==> src/rtl/csab_pkg.sv <==
`timescale 1ns/1ps
package csab_pkg;
  localparam int unsigned DEF_DATA_W = 25;
  localparam int unsigned DEF_HALF_W = 14;

  typedef enum logic [1:0] {
    FAN_ONE      = 2'b00,
    FAN_DUP_BANK = 2'b10,
    FAN_DUP_PAIR = 2'b11
  } fan_mode_e;
endpackage

==> src/rtl/csab_mode_dec.sv <==
`timescale 1ns/1ps
module csab_mode_dec
  import csab_pkg::*;
(
  input  logic      split_i,
  input  logic      alt_i,
  output fan_mode_e mode_o
);
  always_comb begin
    if (!split_i)   mode_o = FAN_ONE;
    else if (alt_i) mode_o = FAN_DUP_PAIR;
    else            mode_o = FAN_DUP_BANK;
  end
endmodule

==> src/rtl/csab_fanout_map.sv <==
`timescale 1ns/1ps
module csab_fanout_map
  import csab_pkg::*;
#(
  parameter int unsigned DATA_W = DEF_DATA_W,
  parameter int unsigned HALF_W = DEF_HALF_W,
  localparam int unsigned OUT_W = 2 * HALF_W
) (
  input  logic [DATA_W-1:0] d_i,
  input  fan_mode_e         mode_i,
  output logic [OUT_W-1:0]  q_o
);
  logic [OUT_W-1:0] one_w, bank_w, pair_w;

  for (genvar j = 0; j < OUT_W; j++) begin : g_bit
    if (j < DATA_W) begin : g_one
      assign one_w[j] = d_i[j];
    end else begin : g_pad
      assign one_w[j] = 1'b0;
    end
    assign bank_w[j] = d_i[j % HALF_W];
    assign pair_w[j] = d_i[j / 2];
  end

  always_comb begin
    unique case (mode_i)
      FAN_DUP_BANK: q_o = bank_w;
      FAN_DUP_PAIR: q_o = pair_w;
      default:      q_o = one_w;
    endcase
  end
endmodule

==> src/rtl/csab_hold_gate.sv <==
`timescale 1ns/1ps
module csab_hold_gate (
  input  logic dcs_i,
  input  logic csr_i,
  output logic load_o
);
  // freeze only when both selects are high
  assign load_o = ~(dcs_i & csr_i);
endmodule

==> src/rtl/csab_out_reg.sv <==
`timescale 1ns/1ps
module csab_out_reg #(
  parameter int unsigned W = 29
) (
  input  logic         clk_i,
  input  logic         rst_ni,
  input  logic         load_i,
  input  logic [W-1:0] d_i,
  output logic [W-1:0] q_o
);
  always_ff @(posedge clk_i or negedge rst_ni) begin
    if (!rst_ni)     q_o <= '0;
    else if (load_i) q_o <= d_i;
  end
endmodule

==> src/rtl/csab_reg_buffer.sv <==
`timescale 1ns/1ps
module csab_reg_buffer
  import csab_pkg::*;
#(
  parameter int unsigned DATA_W = DEF_DATA_W,
  parameter int unsigned HALF_W = DEF_HALF_W,
  localparam int unsigned OUT_W = 2 * HALF_W
) (
  input  logic              clk_i,
  input  logic              rst_ni,
  input  logic              cfg_split_i,
  input  logic              cfg_alt_i,
  input  logic              dcs_i,
  input  logic              csr_i,
  input  logic [DATA_W-1:0] d_i,
  output logic [OUT_W-1:0]  q_o,
  output logic              qcs_o
);
  fan_mode_e        mode_w;
  logic [OUT_W-1:0] mapped_w;
  logic             load_w;
  logic [OUT_W:0]   reg_q;

  csab_mode_dec i_mode_dec (
    .split_i (cfg_split_i),
    .alt_i   (cfg_alt_i),
    .mode_o  (mode_w)
  );

  csab_fanout_map #(.DATA_W(DATA_W), .HALF_W(HALF_W)) i_map (
    .d_i    (d_i),
    .mode_i (mode_w),
    .q_o    (mapped_w)
  );

  csab_hold_gate i_gate (
    .dcs_i  (dcs_i),
    .csr_i  (csr_i),
    .load_o (load_w)
  );

  csab_out_reg #(.W(OUT_W + 1)) i_reg (
    .clk_i  (clk_i),
    .rst_ni (rst_ni),
    .load_i (load_w),
    .d_i    ({dcs_i, mapped_w}),
    .q_o    (reg_q)
  );

  assign q_o   = reg_q[OUT_W-1:0];
  assign qcs_o = reg_q[OUT_W];
endmodule

==> config.mk <==
export PLATFORM = sky130hd
export DESIGN_NAME = csab_reg_buffer
export DESIGN_NICKNAME = d
export VERILOG_FILES = /design/src/rtl/csab_pkg.sv /design/src/rtl/csab_mode_dec.sv /design/src/rtl/csab_fanout_map.sv /design/src/rtl/csab_hold_gate.sv /design/src/rtl/csab_out_reg.sv /design/src/rtl/csab_reg_buffer.sv
export SDC_FILE = /design/constraint.sdc
export NUM_CORES = 1
export LEC_CHECK = 0
export ABC_AREA = 1
export BUFFER_PORTS_ARGS = -buffer_cell sky130_fd_sc_hd__buf_2
export CAP_MARGIN = 20
export CELL_PAD_IN_SITES_DETAIL_PLACEMENT = 2
export CELL_PAD_IN_SITES_GLOBAL_PLACEMENT = 2
export CORE_UTILIZATION = 25
export CTS_CLUSTER_DIAMETER = 40
export CTS_CLUSTER_SIZE = 30
export DETAILED_ROUTE_END_ITERATION = 12
export PLACE_DENSITY_LB_ADDON = 0.3
export SYNTH_ARGS = -nofsm -noshare
export SYNTH_HDL_FRONTEND = slang
export SYNTH_HIERARCHICAL = 1
export SYNTH_SLANG_ARGS = --single-unit
==> constraint.sdc <==
create_clock -name clk_i -period 0.8 [get_ports clk_i]
set_input_delay 0.08 -clock clk_i [delete_from_list [all_inputs] [get_ports clk_i]]
set_output_delay 0.08 -clock clk_i [all_outputs]
set_load 0.02 [all_outputs]
# Word-level counts from Yosys, hierarchy flattened
# Cells that the tools add are included.
[op_classes]
eq_ne = 2
mux = 3
bitwise_logic = 1
[op_table]
columns = ["operator", "count"]
rows = [
  ["case mux 28 bit (2 select lines)", 1],
  ["equality test 2 bit, second input constant", 2],
  ["2-to-1 mux 2 bit", 1],
  ["AND 1 bit", 1],
  ["2-to-1 mux 1 bit", 1],
]
[word_totals]
register_bits = 29
in_bits = 31
out_inout_bits = 29
wordCells = 7

# Longest topological paths before layout
# Gate-level depths: netlist of the first run.
[logic_depth]
ltp_word = 4
ltp_mapped = 9
mapped_depth_nobuf = 8

# Cells and area by module
# The synthesis of the first run kept the hierarchy.
[by_module_without_submodules]
columns = ["module", "n_inst", "cells_per_inst", "area_per_inst_um2"]
rows = [
  ["csab_out_reg", 1, 123, 1103.6],
  ["csab_fanout_map", 1, 91, 409.1],
  ["csab_mode_dec", 1, 3, 15.0],
  ["csab_hold_gate", 1, 1, 3.8],
]

# Worst setup path before layout of the first run
# No wires, ideal clock.
[synth_timing]
kind = "input -> register"
startpoint = "input port cfg_split_i"
endpoint = "register i_reg.q_o[16]"
arrival_time_ns = 0.736
t_required_ns = 0.683
setup_slack_ns = -0.053
stages = 7
path_buffers = 3
path_cell_list = "buf_4 buf_4 buf_4 nand3_1 nand3_1 nand2_1 nand2_1"
[synth_between]
elab_chain_len = 3
[synth_rtl]
columns = ["item", "line", "rtl"]
rows = [
  ["start: declaration", "csab_reg_buffer.sv:11", "input logic cfg_split_i,"],
  ["2-to-1 mux 2 bit (*)", "csab_mode_dec.sv:10", "if (!split_i) mode_o = FAN_ONE;"],
  ["equality test 2 bit", "csab_fanout_map.sv:26", "unique case (mode_i)"],
  ["case mux 28 bit (2 select lines) (*)", "csab_fanout_map.sv:26", ""],
  ["via mapped_w[16]", "csab_reg_buffer.sv:20", "logic [OUT_W-1:0] mapped_w;"],
  ["end signal: assignment", "csab_out_reg.sv:13", "else if (load_i) q_o <= d_i;"],
  ["end: declaration", "csab_out_reg.sv:9", "output logic [W-1:0] q_o"],
]
# Mark *: on every way through the listed nets, which the timed path passes. The rest lies on a longest branch.
# A chain may end at the register's enable or synchronous reset.

# Worst setup path in the final report of the first run
[layout_timing]
startpoint = "register i_reg.q_o[18]"
endpoint = "output port q_o[18]"
[layout_lines]
columns = ["item", "line", "rtl"]
rows = [
  ["end: declaration", "csab_reg_buffer.sv:16", "output logic [OUT_W-1:0] q_o,"],
]
# No word-level cell between the ends.

==> impl_metrics.yaml, run 1 <==
run_status:
  status: "finished with violations"
  violations: "setup timing"
synthesis:
  synth.net_count: 249
  synthCells: 218
  synth_top_area_share_pct: 47.4
  yosysSeqAreaShare_pct: 47.4
  netlist_area_mm2: 0.00153
  yosys.area.top_type: "dfrtp_1"
  ys_ff_latch: 29
  synth_cell_types: 10
  syn_avg_cell_area_um2: 7.03
  yosys-top-cells-area: "dfrtp_1 47%, nand2_1 34%, nand3_1 9.2%"
  ys_warn_count: 6
sta:
  slew_viol_final: 0
  rsz0062_at_grt: "yes"
  clock.fmax_mhz: 1080
  layout_min_cycle_time_ps: 922
  fin_crit_sh_pct: 115
  hold_violations: 0
  fin_ws_ps: -122
  tightestPinTransition_ps: 509
  finClkSkew_ps: 0
  relSlewSlack_pct: 66.0
  setup_violations: 30
layout:
  fill_cells: 701
  drive_gt1_share_pct: 33.1
  largest_reg_flops: 29
  largest_register: "i_reg/q_o"
  design_area_mm2: 0.00235
  n_antenna_cell: 0
  syn2layout_area_growth_pct: 53.5
  final_cell_mix: "139 x nand2_1, 30 x buf_6, 30 x buf_2"
  layout.cells.non_filler: 374
  largest_registers: "i_reg/q_o (29)"
  final_common_cell: "nand2_1"
  fin_nets: 329
placed_design:
  placed_cells: 348
  postPlaceCellArea_mm2: 0.00191
  hpwl_mm: 3.74
  io_buffers: 59
  finalWeightedCongestion: 0.744
critical_path:
  critPathKind: "reg2out"
  worst_path_max_delay_cell: "dfrtp_1"
  crit_family: "flip-flops"
  end_kind: "primary output"
  ff2ff_setup_slack_ps: -40
  cp.arrival_ps: 840
  path_cells: "buf_6"
  reg2reg_from: "i_reg/q_o[12]"
  max_stage_delay_ps: 410
  reg2regPathDepth: 4
  crit_path_max_fanout: 2
  worstReg2RegEnd: "i_reg/q_o[12]"
  crit_cells: 1
  critPathBufInv: 1
  crit_required_ps: 720
  start_kind: "register"
  critPathLaunch: "i_reg/q_o[18]"
routing:
  vias: 1693
  viasPerCell: 4.53
  routed_wl_mm: 5.35
  dr.first_iter.drc_count: 64
  dr_wl_met2_mm: 2.85
  wl_met3_um: 165
  drtAntennaViolNets: 0
  wl_met1_mm: 2.27
  post_drt_wl_per_cell_um: 14.3
  highest_layer: "met4"
  drcViolationCount: 0
  first_pass_iters: 4
floorplan:
  die-area_mm2: 0.00644
  core-area_mm2: 0.00592
  rows: 28
  initial_utilization_pct: 25.9
  pin_count: 60
  chipHeight_um: 80.3
  die_x_um: 80.3
clock_tree:
  cts_buffers: 5
  ctsLongestPathBuffers: 2
  path_clk_slew_ps: 70
  clock-sinks: 29
  cts_root_buf: "clkbuf_8"
  clk_latency_ps: 280
  cts_tree: "built"
  cts.htree.levels: 2
hold_path:
  hp-class: "in2reg"
  min_to: "i_reg/q_o[28]"
  whs_path_depth: 3
  hp-start: "dcs_i"
global_routing:
  grt_pass1_vias: 1878
  grt_use_total_pct: 18.8
  grt_pass1_wl_mm: 8.96
  grt_max_degree: 30
  grt_antenna_before_repair: 0
  overflow: 0
pwr:
  leakagePower_nw: 1.36
  powerDensity_mw_per_mm2: 1940
  ir_drop_v: 0.000708
job:
  drv_cap: 0
[worst max-delay path by stage]
stage,endpoint,slack [ps]
2_1_floorplan,i_reg/q_o[10],-3
3_3_place_gp,i_reg/q_o[17],-220
3_5_place_dp,i_reg/q_o[16],-250
4_1_cts,q_o[18],-140
5_1_grt,q_o[18],-150
6_report,q_o[18],-120
[routing by layer]
layer,global-route usage (%),vias up
met5,0,-
met1,21.7,835
met4,6.79,0
li1,-,823
met3,4.43,4
met2,33.5,31
[cell families after synthesis]
group                  count (synthesis)  synth area share [%]
AND/OR/NAND/NOR                      169                  43.9
flip-flops                            29                  47.4
buffers and inverters                 20                  8.74
[metrics by stage]
| stage | setup slack, ps | power [mW] | TNS [ps] | utilization (%) | hold slack [ps] |
|---|---|---|---|---|---|
| 2_1_floorplan | -2.86 | 2.27 | -28.6 | - | -216 |
| 3_3_place_gp | -215 | 2.63 | -4050 | 32.2 | 47.6 |
| 3_5_place_dp | -247 | 2.66 | -5160 | 32.2 | 49.6 |
| 4_1_cts | -138 | 4.56 | -3070 | 38.6 | 24.4 |
| 5_1_grt | -150 | 4.82 | -3690 | 39.7 | 56.2 |
| 6_report | -122 | 4.56 | -2730 | 39.7 | 32.8 |
[synthesized netlist by cell type, drive strengths merged]
cell type / instances
nor2: 1
buf: 14
nand2: 140
nand3: 28
inv: 6
dfrtp: 29
[layout make-up]
cell class	count	area, um^2	share of cell area (%)
inverter	6	25.0	1.06
sequential	29	726	30.9
multi-input combinational	169	672	28.6
timing repair buffer	87	718	30.5
clock inverter	1	30.0	1.28
tap	75	93.8	3.99
clock buffer	7	86.3	3.67
[report_power, final]
part | internal (mW) | total (mW) | switching, mW | leakage (nW)
clock | 1.01 | 1.59 | 0.577 | 0.0585
sequential | 1.62 | 1.73 | 0.114 | 0.354
combinational | 0.603 | 1.23 | 0.631 | 0.943
[what timing repair did]
item                                    4_1_cts  5_1_grt
resized for setup                            58        4
endpoints found under the setup margin       29       36
gates cloned                                  0        0
hold buffers                                  1        0
buffers inserted                              9        8
pin swaps                                     0        1
endpoints found under the hold margin        29        0
Power figures use the tool's default switching activity.
==> run 2, diff against run 1 <==
- CAP_MARGIN: 20 -> 25
- CORE_UTILIZATION: 25 -> 24
- SETUP_SLACK_MARGIN: default -> 0.15
- SYNTH_HIERARCHICAL: 1 -> default
==> impl_metrics.yaml, run 2 <==
sta:
  setup_violations: 29
  rsz0062_at_grt: "yes"
  tightestPinTransition_ps: 206
  slew_viol_final: 0
  fin_ws_ps: -123
  layout_min_cycle_time_ps: 923
  fin_crit_sh_pct: 115
  setup-tns-final_ps: -3080
  clock.fmax_mhz: 1080
  finClkSkew_ps: 0
  relSlewSlack_pct: 86.3
  hold_violations: 0
layout:
  n_antenna_cell: 0
  largest_reg_flops: 29
  design_area_mm2: 0.00245
  largest_register: "i_reg.q_o"
  final_cell_mix: "100 x nand2_1, 36 x buf_6, 29 x dfrtp_2, 29 x buf_2, 25 x nor2_1"
  fin_nets: 323
  final_common_cell: "nand2_1"
  fin_util_pct: 41.2
  drive_gt1_share_pct: 49.0
  fill_cells: 692
  syn2layout_area_growth_pct: 65.4
  largest_registers: "i_reg.q_o (29)"
clock_tree:
  ctsLongestPathBuffers: 2
  cts_root_buf: "clkbuf_8"
  clk_latency_ps: 280
  cts.htree.levels: 2
  path_clk_slew_ps: 60
  clock-sinks: 29
  cts_buffers: 5
  cts_tree: "built"
placed_design:
  pre_cts_ws_ps: -207
  finalWeightedCongestion: 0.729
  io_buffers: 59
  postPlaceCellArea_mm2: 0.00203
  hpwl_mm: 3.95
synthesis:
  synth_top_area_share_pct: 48.9
  synth_edf_count: 0
  synth.most_common_cell: "nand2_1"
  synth_top_flop_cell: "dfrtp_1"
  synth.net_count: 246
  synth_common_cells: "113 x nand2_1, 33 x nor2_1, 29 x dfrtp_1"
  yosysSeqAreaShare_pct: 48.9
  synth_cell_types: 12
  ys_ff_latch: 29
  yosys-top-cells-area: "dfrtp_1 49%, nand2_1 29%, nor2_1 8.4%"
  syn_avg_cell_area_um2: 6.90
  ys_warn_count: 0
  yosys.area.top_type: "dfrtp_1"
  netlist_area_mm2: 0.00148
  ys_async_sr_fraction_pct: 100
  synthCells: 215
routing:
  viasPerCell: 4.50
  drtAntennaViolNets: 0
  dr.first_iter.drc_count: 39
  dr_wl_met2_mm: 2.74
  routed_wl_mm: 5.37
  wl_met1_mm: 2.34
  first_pass_iters: 4
  vias: 1652
  post_drt_wl_per_cell_um: 14.6
  drcViolationCount: 0
  highest_layer: "met4"
  wl_met3_um: 198
run_status:
  status: "finished with violations"
  violations: "setup timing"
pwr:
  total_power_mw: 4.31
  ir_drop_v: 0.000704
  leakagePower_nw: 1.28
  powerDensity_mw_per_mm2: 1760
floorplan:
  die_x_um: 80.6
  chipHeight_um: 80.6
  initial_utilization_pct: 24.9
  core-area_mm2: 0.00596
  die-area_mm2: 0.00650
  rows: 28
  pin_count: 60
critical_path:
  worst_path_max_delay_cell: "dfrtp_2"
  crit_path_max_fanout: 2
  crit_required_ps: 720
  path_cells: "buf_6"
  start_kind: "register"
  end_kind: "primary output"
  critPathLaunch: "i_reg.q_o[23]"
  crit_family: "flip-flops"
  critPathBufInv: 1
  cp.arrival_ps: 840
  critPathKind: "reg2out"
  reg2reg_from: "i_reg.q_o[16]"
  max_stage_delay_ps: 430
global_routing:
  grt_use_total_pct: 18.6
  grt_max_degree: 30
  grt_pass1_vias: 1862
  overflow: 0
  grt_pass1_wl_mm: 8.91
  grt_antenna_before_repair: 0
hold_path:
  hp-class: "in2reg"
  hp-start: "d_i[0]"
job:
  drv_cap: 0
## run 2: cell types whose count changed after synthesis, sizes merged
cell	change
o21ai	+1
nand3	-7
nand2	-25
nor2	+32
buf	-4
## run 2: metrics by stage
step	hold slack, ps	std cells
finish	103	367
CTS	98.6	367
floorplan	-216	215
detailed placement	46.7	352
global placement	47.2	352
global route	114	367
## run 2: report_power, final
group          leakage (nW)  internal (mW)  switching (mW)
sequential            0.317           1.65           0.129
clock                0.0443          0.681           0.555
combinational         0.917          0.622           0.674
## run 2: kinds of logic (layout without fill, tap and decap cells)
group	after synthesis	after routing	share of synthesized area (%)
AOI/OAI and AO/OA	1	1	0.337
buffers and inverters	16	93	5.82
DFF	29	29	48.9
and+or+nand+nor	169	169	44.9
## run 2: timing repair
action                                  CTS  global route
hold buffers                              1             0
pin swaps                                 3             7
endpoints found under the setup margin   36            55
cloned                                    1             0
buffers inserted                          6             0
gates resized for setup                  67            25
endpoints found under the hold margin    29             0
## run 2: worst paths after layout
kind | slack (ps) | end | cells past startpoint
max reg2reg | 20 | i_reg.q_o[16] | 3
max in group asynchronous | 340 | i_reg.q_o[23] | 3
min in group asynchronous | 280 | i_reg.q_o[7] | 3
min | 100 | i_reg.q_o[0] | 3
max | -120 | q_o[23] | 1
min reg2reg | 490 | i_reg.q_o[4] | 2
## run 2: layer usage
metal	vias to the layer above	track usage, %
li1	805	-
met1	799	22.7
met2	40	32.1
met3	8	3.86
met4	0	6.25
met5	-	0
## run 2: final cells by class
class	count	area [um^2]	share of cell area [%]
Multi-Input combinational cell	170	751	30.6
Timing Repair inverter	1	7.51	0.306
Sequential cell	29	762	31.1
Timing Repair Buffer	79	721	29.4
Tap cell	75	93.8	3.83
Clock buffer	7	86.3	3.52
Inverter	6	31.3	1.28
